$ cat config.mk
export PLATFORM = sky130hd
export DESIGN_NAME = scl_phase_gen
export DESIGN_NICKNAME = d
export VERILOG_FILES = /design/src/rtl/scl_tg_pkg.sv /design/src/rtl/scl_cfg_latch.sv /design/src/rtl/scl_base_tick.sv /design/src/rtl/scl_phase_ctrl.sv /design/src/rtl/scl_phase_gen.sv
export SDC_FILE = /design/constraint.sdc
export NUM_CORES = 1
export LEC_CHECK = 0
export BUFFER_PORTS_ARGS = -buffer_cell sky130_fd_sc_hd__buf_4
export CORE_AREA = 4 4 74 76
export DETAILED_ROUTE_END_ITERATION = 6
export DIE_AREA = 0 0 78 80
export GPL_TIMING_DRIVEN = 0
export PLACE_DENSITY_LB_ADDON = 0.15
export SKIP_LAST_GASP = 1
export SLEW_MARGIN = 20
export SYNTH_ARGS = -nofsm -noshare
export SYNTH_HDL_FRONTEND = slang
export SYNTH_SLANG_ARGS = --single-unit
$ cat constraint.sdc
create_clock -name clk -period 2.9 [get_ports clk]
set_clock_uncertainty 0.2 [all_clocks]
set_input_delay 0.145 -clock clk [delete_from_list [all_inputs] [get_ports clk]]
set_output_delay 0.145 -clock clk [all_outputs]
set_load 0.01 [all_outputs]
$ cat src/rtl/scl_tg_pkg.sv
package scl_tg_pkg;
  typedef enum logic [1:0] {
    PH_IDLE = 2'd0,
    PH_LOW  = 2'd1,
    PH_HIGH = 2'd2
  } phase_e;
endpackage

$ cat src/rtl/scl_cfg_latch.sv
module scl_cfg_latch #(
  parameter int WORD_W  = 32,
  parameter int CNT_W   = 4,
  parameter int EXP_W   = 4,
  parameter int HI_LSB  = 16,
  parameter int LO_LSB  = 12,
  parameter int EXP_LSB = 0
) (
  input  logic              clk,
  input  logic              rst,
  input  logic              load,
  input  logic [WORD_W-1:0] word,
  output logic [CNT_W-1:0]  hi_cnt,
  output logic [CNT_W-1:0]  lo_cnt,
  output logic [EXP_W-1:0]  exp_sel
);
  always_ff @(posedge clk) begin
    if (rst) begin
      hi_cnt  <= '0;
      lo_cnt  <= '0;
      exp_sel <= '0;
    end else if (load) begin
      hi_cnt  <= word[HI_LSB +: CNT_W];
      lo_cnt  <= word[LO_LSB +: CNT_W];
      exp_sel <= word[EXP_LSB +: EXP_W];
    end
  end
endmodule

$ cat src/rtl/scl_base_tick.sv
module scl_base_tick #(
  parameter int EXP_W = 4
) (
  input  logic             clk,
  input  logic             rst,
  input  logic             clr,
  input  logic             run,
  input  logic [EXP_W-1:0] exp_sel,
  output logic             last,
  output logic             at_zero
);
  localparam int PRE_W = (1 << EXP_W) - 1;
  localparam logic [PRE_W-1:0] P_ONE = PRE_W'(1);

  logic [PRE_W-1:0] pre_q;
  logic [PRE_W:0]   span;
  logic [PRE_W-1:0] mask;

  always_comb begin
    span = ({{PRE_W{1'b0}}, 1'b1} << exp_sel) - {{PRE_W{1'b0}}, 1'b1};
    mask = span[PRE_W-1:0];
  end

  assign last    = (pre_q == mask);
  assign at_zero = (pre_q == '0);

  always_ff @(posedge clk) begin
    if (rst || clr)       pre_q <= '0;
    else if (run && last) pre_q <= '0;
    else if (run)         pre_q <= pre_q + P_ONE;
  end

  // the prescaler never runs past the selected power-of-two span
  a_r1_pre_bound: assert property (@(posedge clk) disable iff (rst)
    (pre_q <= mask));
endmodule

$ cat src/rtl/scl_phase_ctrl.sv
module scl_phase_ctrl
  import scl_tg_pkg::*;
#(
  parameter int CNT_W = 4
) (
  input  logic             clk,
  input  logic             rst,
  input  logic             en,
  input  logic             scl_sense,
  input  logic             last,
  input  logic             pre_zero,
  input  logic [CNT_W-1:0] hi_cnt,
  input  logic [CNT_W-1:0] lo_cnt,
  output logic             load_cfg,
  output logic             pre_clr,
  output logic             pre_run,
  output logic             drive_low,
  output logic             rise_stb,
  output logic             fall_stb,
  output logic             mid_stb,
  output phase_e           phase
);
  localparam logic [CNT_W-1:0] C_ONE = CNT_W'(1);

  phase_e           st_q;
  logic [CNT_W-1:0] tcnt_q;
  logic             hi_run_q;
  logic             drive_q;
  logic             running_hi;
  logic             cnt_en;
  logic             phase_end;
  logic [CNT_W-1:0] lim;
  logic [CNT_W:0]   hi_p1;
  logic [CNT_W-1:0] mid_pt;

  always_comb begin
    hi_p1      = {1'b0, hi_cnt} + {{CNT_W{1'b0}}, 1'b1};
    mid_pt     = hi_p1[CNT_W:1];
    running_hi = hi_run_q | scl_sense;
    cnt_en     = (st_q == PH_LOW) | ((st_q == PH_HIGH) & running_hi);
    lim        = (st_q == PH_LOW) ? lo_cnt : hi_cnt;
    phase_end  = cnt_en & last & (tcnt_q == lim);
  end

  assign load_cfg  = en & (st_q == PH_IDLE);
  assign pre_clr   = ~en | (st_q == PH_IDLE) | phase_end;
  assign pre_run   = cnt_en;
  assign drive_low = drive_q;
  assign phase     = st_q;
  assign fall_stb  = (st_q == PH_LOW) & pre_zero & (tcnt_q == '0);
  assign rise_stb  = (st_q == PH_HIGH) & ~hi_run_q & scl_sense;
  assign mid_stb   = (st_q == PH_HIGH) & running_hi & pre_zero & (tcnt_q == mid_pt);

  always_ff @(posedge clk) begin
    if (rst || !en) begin
      st_q     <= PH_IDLE;
      tcnt_q   <= '0;
      hi_run_q <= 1'b0;
      drive_q  <= 1'b0;
    end else begin
      case (st_q)
        PH_IDLE: begin
          st_q     <= PH_LOW;
          drive_q  <= 1'b1;
          tcnt_q   <= '0;
          hi_run_q <= 1'b0;
        end
        PH_LOW: begin
          if (phase_end) begin
            st_q     <= PH_HIGH;
            drive_q  <= 1'b0;
            tcnt_q   <= '0;
            hi_run_q <= 1'b0;
          end else if (last) begin
            tcnt_q <= tcnt_q + C_ONE;
          end
        end
        PH_HIGH: begin
          if (running_hi) hi_run_q <= 1'b1;
          if (phase_end) begin
            st_q     <= PH_LOW;
            drive_q  <= 1'b1;
            tcnt_q   <= '0;
            hi_run_q <= 1'b0;
          end else if (cnt_en && last) begin
            tcnt_q <= tcnt_q + C_ONE;
          end
        end
        default: st_q <= PH_IDLE;
      endcase
    end
  end

  // a low enable releases the line on the next cycle
  a_r7_idle_release: assert property (@(posedge clk) disable iff (rst)
    !en |=> !drive_low);
  // the fall strobe only while the line is pulled down
  a_r10_fall_driven: assert property (@(posedge clk) disable iff (rst)
    fall_stb |-> drive_q);
  // rise and fall strobes are exclusive
  a_r10_edges_excl: assert property (@(posedge clk) disable iff (rst)
    $onehot0({rise_stb, fall_stb}));
  // rise strobe only on a released line that reads high
  a_r5_rise_released: assert property (@(posedge clk) disable iff (rst)
    rise_stb |-> (!drive_q && scl_sense));
  // while stretched, the high-phase count stays frozen
  a_r5_stretch_freeze: assert property (@(posedge clk) disable iff (rst)
    (st_q == PH_HIGH && !hi_run_q && !scl_sense) |=> (tcnt_q == '0));
  // mid strobe only inside the released high phase
  a_r6_mid_high: assert property (@(posedge clk) disable iff (rst)
    mid_stb |-> (!drive_q && st_q == PH_HIGH));
  // low-phase tick count never passes the programmed limit
  a_r1_low_bound: assert property (@(posedge clk) disable iff (rst)
    (st_q == PH_LOW) |-> (tcnt_q <= lo_cnt));
endmodule

$ cat src/rtl/scl_phase_gen.sv
module scl_phase_gen
  import scl_tg_pkg::*;
#(
  parameter int WORD_W  = 32,
  parameter int CNT_W   = 4,
  parameter int EXP_W   = 4,
  parameter int HI_LSB  = 16,
  parameter int LO_LSB  = 12,
  parameter int EXP_LSB = 0
) (
  input  logic              clk,
  input  logic              rst,
  input  logic              en,
  input  logic [WORD_W-1:0] timing_word,
  input  logic              scl_sense,
  output logic              scl_drive_low,
  output logic              scl_rise_stb,
  output logic              scl_fall_stb,
  output logic              scl_mid_stb
);
  logic [CNT_W-1:0] hi_cnt;
  logic [CNT_W-1:0] lo_cnt;
  logic [EXP_W-1:0] exp_sel;
  logic             load_cfg;
  logic             pre_clr;
  logic             pre_run;
  logic             last;
  logic             pre_zero;
  phase_e           phase;

  scl_cfg_latch #(
    .WORD_W(WORD_W), .CNT_W(CNT_W), .EXP_W(EXP_W),
    .HI_LSB(HI_LSB), .LO_LSB(LO_LSB), .EXP_LSB(EXP_LSB)
  ) u_cfg (
    .clk(clk), .rst(rst), .load(load_cfg), .word(timing_word),
    .hi_cnt(hi_cnt), .lo_cnt(lo_cnt), .exp_sel(exp_sel)
  );

  scl_base_tick #(.EXP_W(EXP_W)) u_tick (
    .clk(clk), .rst(rst), .clr(pre_clr), .run(pre_run),
    .exp_sel(exp_sel), .last(last), .at_zero(pre_zero)
  );

  scl_phase_ctrl #(.CNT_W(CNT_W)) u_ctrl (
    .clk(clk), .rst(rst), .en(en), .scl_sense(scl_sense),
    .last(last), .pre_zero(pre_zero), .hi_cnt(hi_cnt), .lo_cnt(lo_cnt),
    .load_cfg(load_cfg), .pre_clr(pre_clr), .pre_run(pre_run),
    .drive_low(scl_drive_low), .rise_stb(scl_rise_stb),
    .fall_stb(scl_fall_stb), .mid_stb(scl_mid_stb), .phase(phase)
  );

  // captured timing stays fixed while the generator keeps running
  a_r8_word_held: assert property (@(posedge clk) disable iff (rst)
    (phase != PH_IDLE && $past(phase) != PH_IDLE) |-> $stable({hi_cnt, lo_cnt, exp_sel}));
endmodule

==> flow_metrics.py <==
metrics = {
    "run_status": {
        "status": "complete, but fails checks",
        "violations": "setup timing",
    },
    "floorplanning": {
        "die_w_um": 78,
        "initial_core_util_pct": 50.07,
        "die-area_mm2": 0.006240,
        "die_h_um": 80,
        "fp.coreArea_mm2": 0.004723,
        "rows": 25,
        "ios": 40,
    },
    "timing": {
        "hold_violations": 0,
        "fin_hold_ws_ns": 0.02967,
        "timing.final.crit_period_ns": 2.950,
        "worstMarginPinSlew_ns": 0.5822,
        "relSlewSlack_pct": 61.19,
        "finalWorstSetupSlack_ns": -0.05007,
        "fin_crit_sh_pct": 101.7,
        "grt_setup_unrepaired": "yes",
        "max_freq_ghz": 0.3390,
        "finalMaxSlewViolations": 0,
        "setup-violations-final": 7,
    },
    "yosys": {
        "dominantRegCellSynth": "dfxtp_1",
        "synth_edf_count": 0,
        "ys_types": 50,
        "netlist_area_mm2": 0.002365,
        "synth_top_area_share_pct": 29.63,
        "ys_ff_latch": 35,
        "synth_area_leaders": "dfxtp_1 30%, nand2_1 6.7%, xnor2_1 6.3%",
        "syn_nets": 345,
        "avgSynthCellArea_um2": 7.935,
        "synth.most_common_cell": "nand2_1",
        "syn_inst": 298,
        "synth_commonest_cells": "42 x nand2_1, 35 x dfxtp_1, 20 x a21oi_1, 20 x nor2_1, 17 x xnor2_1",
        "ys_async_sr_fraction_pct": 0,
        "yosysSeqAreaShare_pct": 29.63,
        "yosys_warnings": 0,
        "yosysTopAreaCell": "dfxtp_1",
    },
    "clocking": {
        "cts_root_buf": "clkbuf_8",
        "numClockSinks": 35,
        "clk_pin_slew_ns": 0.07,
        "clock_latency_ns": 0.29,
        "cts_tree": "done",
        "clock_tree.buffer_depth": 2,
        "cts_made_buffers": 5,
        "htree_levels": 2,
    },
    "finish": {
        "multi_input_area_mm2": 0.001659,
        "fin_cells": 415,
        "fillerInstances": 403,
        "diodes": 0,
        "seqCellArea_um2": 710.7,
        "drive_above_1_share_pct": 24.43,
        "area_growth_pct": 30.00,
        "nets": 394,
    },
    "placed_design": {
        "placed_cells": 384,
        "place_hpwl_mm": 3.988,
        "io_buffers": 19,
        "gp_congestion": 0.8548,
    },
    "setup_path": {
        "reg2reg_from": "u_cfg.exp_sel[3]",
        "required_ns": 2.85,
        "cp-start-kind": "flip-flop",
        "cp-end-kind": "flip-flop",
        "cp.arrival_ns": 2.90,
        "cp_max_fo": 6,
        "startpoint": "u_cfg.exp_sel[3]",
        "crit_type": "flip-flop to flip-flop",
    },
    "power_and_ir_drop": {
        "power_leakage_nw": 1.215,
        "peakVddDrop_mv": 0.2405,
        "p_per_area_mw_per_mm2": 405.6,
        "total_power_mw": 1.247,
    },
    "drt": {
        "drc": 0,
        "drt-initial-drc-count": 129,
        "antenna_left": 0,
        "first_pass_iters": 4,
        "num_vias": 2270,
        "drt-vias-per-instance": 5.470,
        "wire_per_inst_um": 14.27,
        "wl_mm": 5.923,
    },
    "min_path": {
        "hp-start": "en",
        "hp-class": "input port to flip-flop",
    },
    "global_route": {
        "antenna_found_initial": 0,
        "grt_pass1_wl_mm": 10.20,
        "grt_overflow": 0,
        "busiest_layer": "met2",
        "first_global_vias": 2275,
        "met2_usage_pct": 35.79,
        "grt_max_degree": 12,
        "use_met1_pct": 23.70,
        "met3_usage_pct": 4.063,
        "grt_usage_pct": 20.21,
    },
    "job": {
        "maxCapViolCount": 0,
    },
}
-- layer usage --
| metal | vias to the layer above | wire, um | share of wire (%) |
|---|---|---|---|
| li1 | 1143 | - | - |
| met1 | 1082 | 2762 | 47 |
| met2 | 30 | 2887 | 49 |
| met3 | 15 | 136 | 2.3 |
| met4 | 0 | 137 | 2.3 |
| met5 | - | 0 | 0 |
-- repair_timing --
| item | 4_1_cts | 5_1_grt |
|---|---|---|
| gates cloned | 1 | 0 |
| endpoints found under the hold margin | 12 | 0 |
| hold buffers | 13 | 0 |
| endpoints found under the setup margin | 23 | 23 |
| resized for setup | 23 | 14 |
| pin swaps | 14 | 10 |
| buffers inserted | 7 | 4 |
-- cells by family (layout without fill, tap and decap cells) --
logic type      count (synthesis)  after routing  synth area share [%]
flops                          35             35                 29.63
buf+inv                        26             76                 5.397
mux                             4              4                 1.693
fa+ha+maj                      11             11                 5.820
simple gates                  133            133                 29.52
xor+xnor                       28             28                 10.37
compound gates                 61             61                 17.57
-- cells in the final DEF (no fill, tap or decap), types with 4 or more instances in the layout --
cell type,instances
nand2_1,42
dfxtp_1,31
buf_4,29
nor2_1,18
xnor2_1,16
a21oi_1,16
dlygate4sd3_1,13
nor2_2,12
xor2_1,11
nand3_1,11
ha_1,10
clkbuf_1,8
o21ai_0,8
inv_1,7
nand4_1,7
and3_1,6
clkbuf_8,6
nor3_1,5
o211ai_1,5
buf_6,4
nor4_1,4
nand2b_1,4
a21o_1,4
and2_1,4
mux2i_1,4
-- stage by stage --
| stage | worst slack, ns | setup TNS (ns) | area (um2) | util, % |
|---|---|---|---|---|
| global route | -0.1144 | -1.254 | 3074 | 65.09 |
| CTS | -0.04275 | -0.5328 | 2998 | 63.47 |
| global placement | -0.2251 | -3.614 | 2595 | 54.94 |
| finish | -0.05007 | -0.1976 | 3074 | 65.09 |
| detailed placement | -0.2775 | -4.592 | 2595 | 54.94 |
| floorplan | 0.009466 | 0 | 2369 | - |
-- power by group --
group	switching [mW]	internal [mW]
Sequential	0.0140	0.493
Clock	0.184	0.278
Combinational	0.134	0.143
-- registers in the layout, summed over array words and instances (netlist names) --
name              cells
u_cfg.exp_sel         4
u_cfg.hi_cnt          4
u_cfg.lo_cnt          4
u_ctrl.drive_low      1
u_ctrl.hi_run_q       1
u_ctrl.phase          2
u_ctrl.tcnt_q         4
u_tick.pre_q         15
-- final timing paths --
path / slack (ns) / endpoint / cells after the start
worst max register to register: -0.05 / u_ctrl.drive_low / 11
worst max-delay path: -0.05 / u_ctrl.drive_low / 11
worst min-delay path: 0.03 / u_cfg.lo_cnt[0] / 4
worst min register to register: 0.26 / u_cfg.lo_cnt[3] / 2
-- critical path: stages (launching register included) --
cell and delay (ns):
dfxtp_4 0.35, or4_4 0.56, ha_4 0.22, dlymetal6s2s_1 0.19
and2_1 0.18, a22oi_2 0.17, o2bb2ai_1 0.14, and4_4 0.29
nand4_4 0.15, buf_6 0.19, o21ai_2 0.10, a21oi_1 0.07
-- layout make-up --
cell class | count | share of cell area [%]
sequential | 35 | 23.12
tap | 67 | 2.727
multi-input combinational | 237 | 53.97
clock buffer | 6 | 2.686
clock inverter | 2 | 1.140
timing repair buffer | 44 | 12.09
buffer | 17 | 3.419
inverter | 7 | 0.8547
Power figures use the tool's default switching activity.
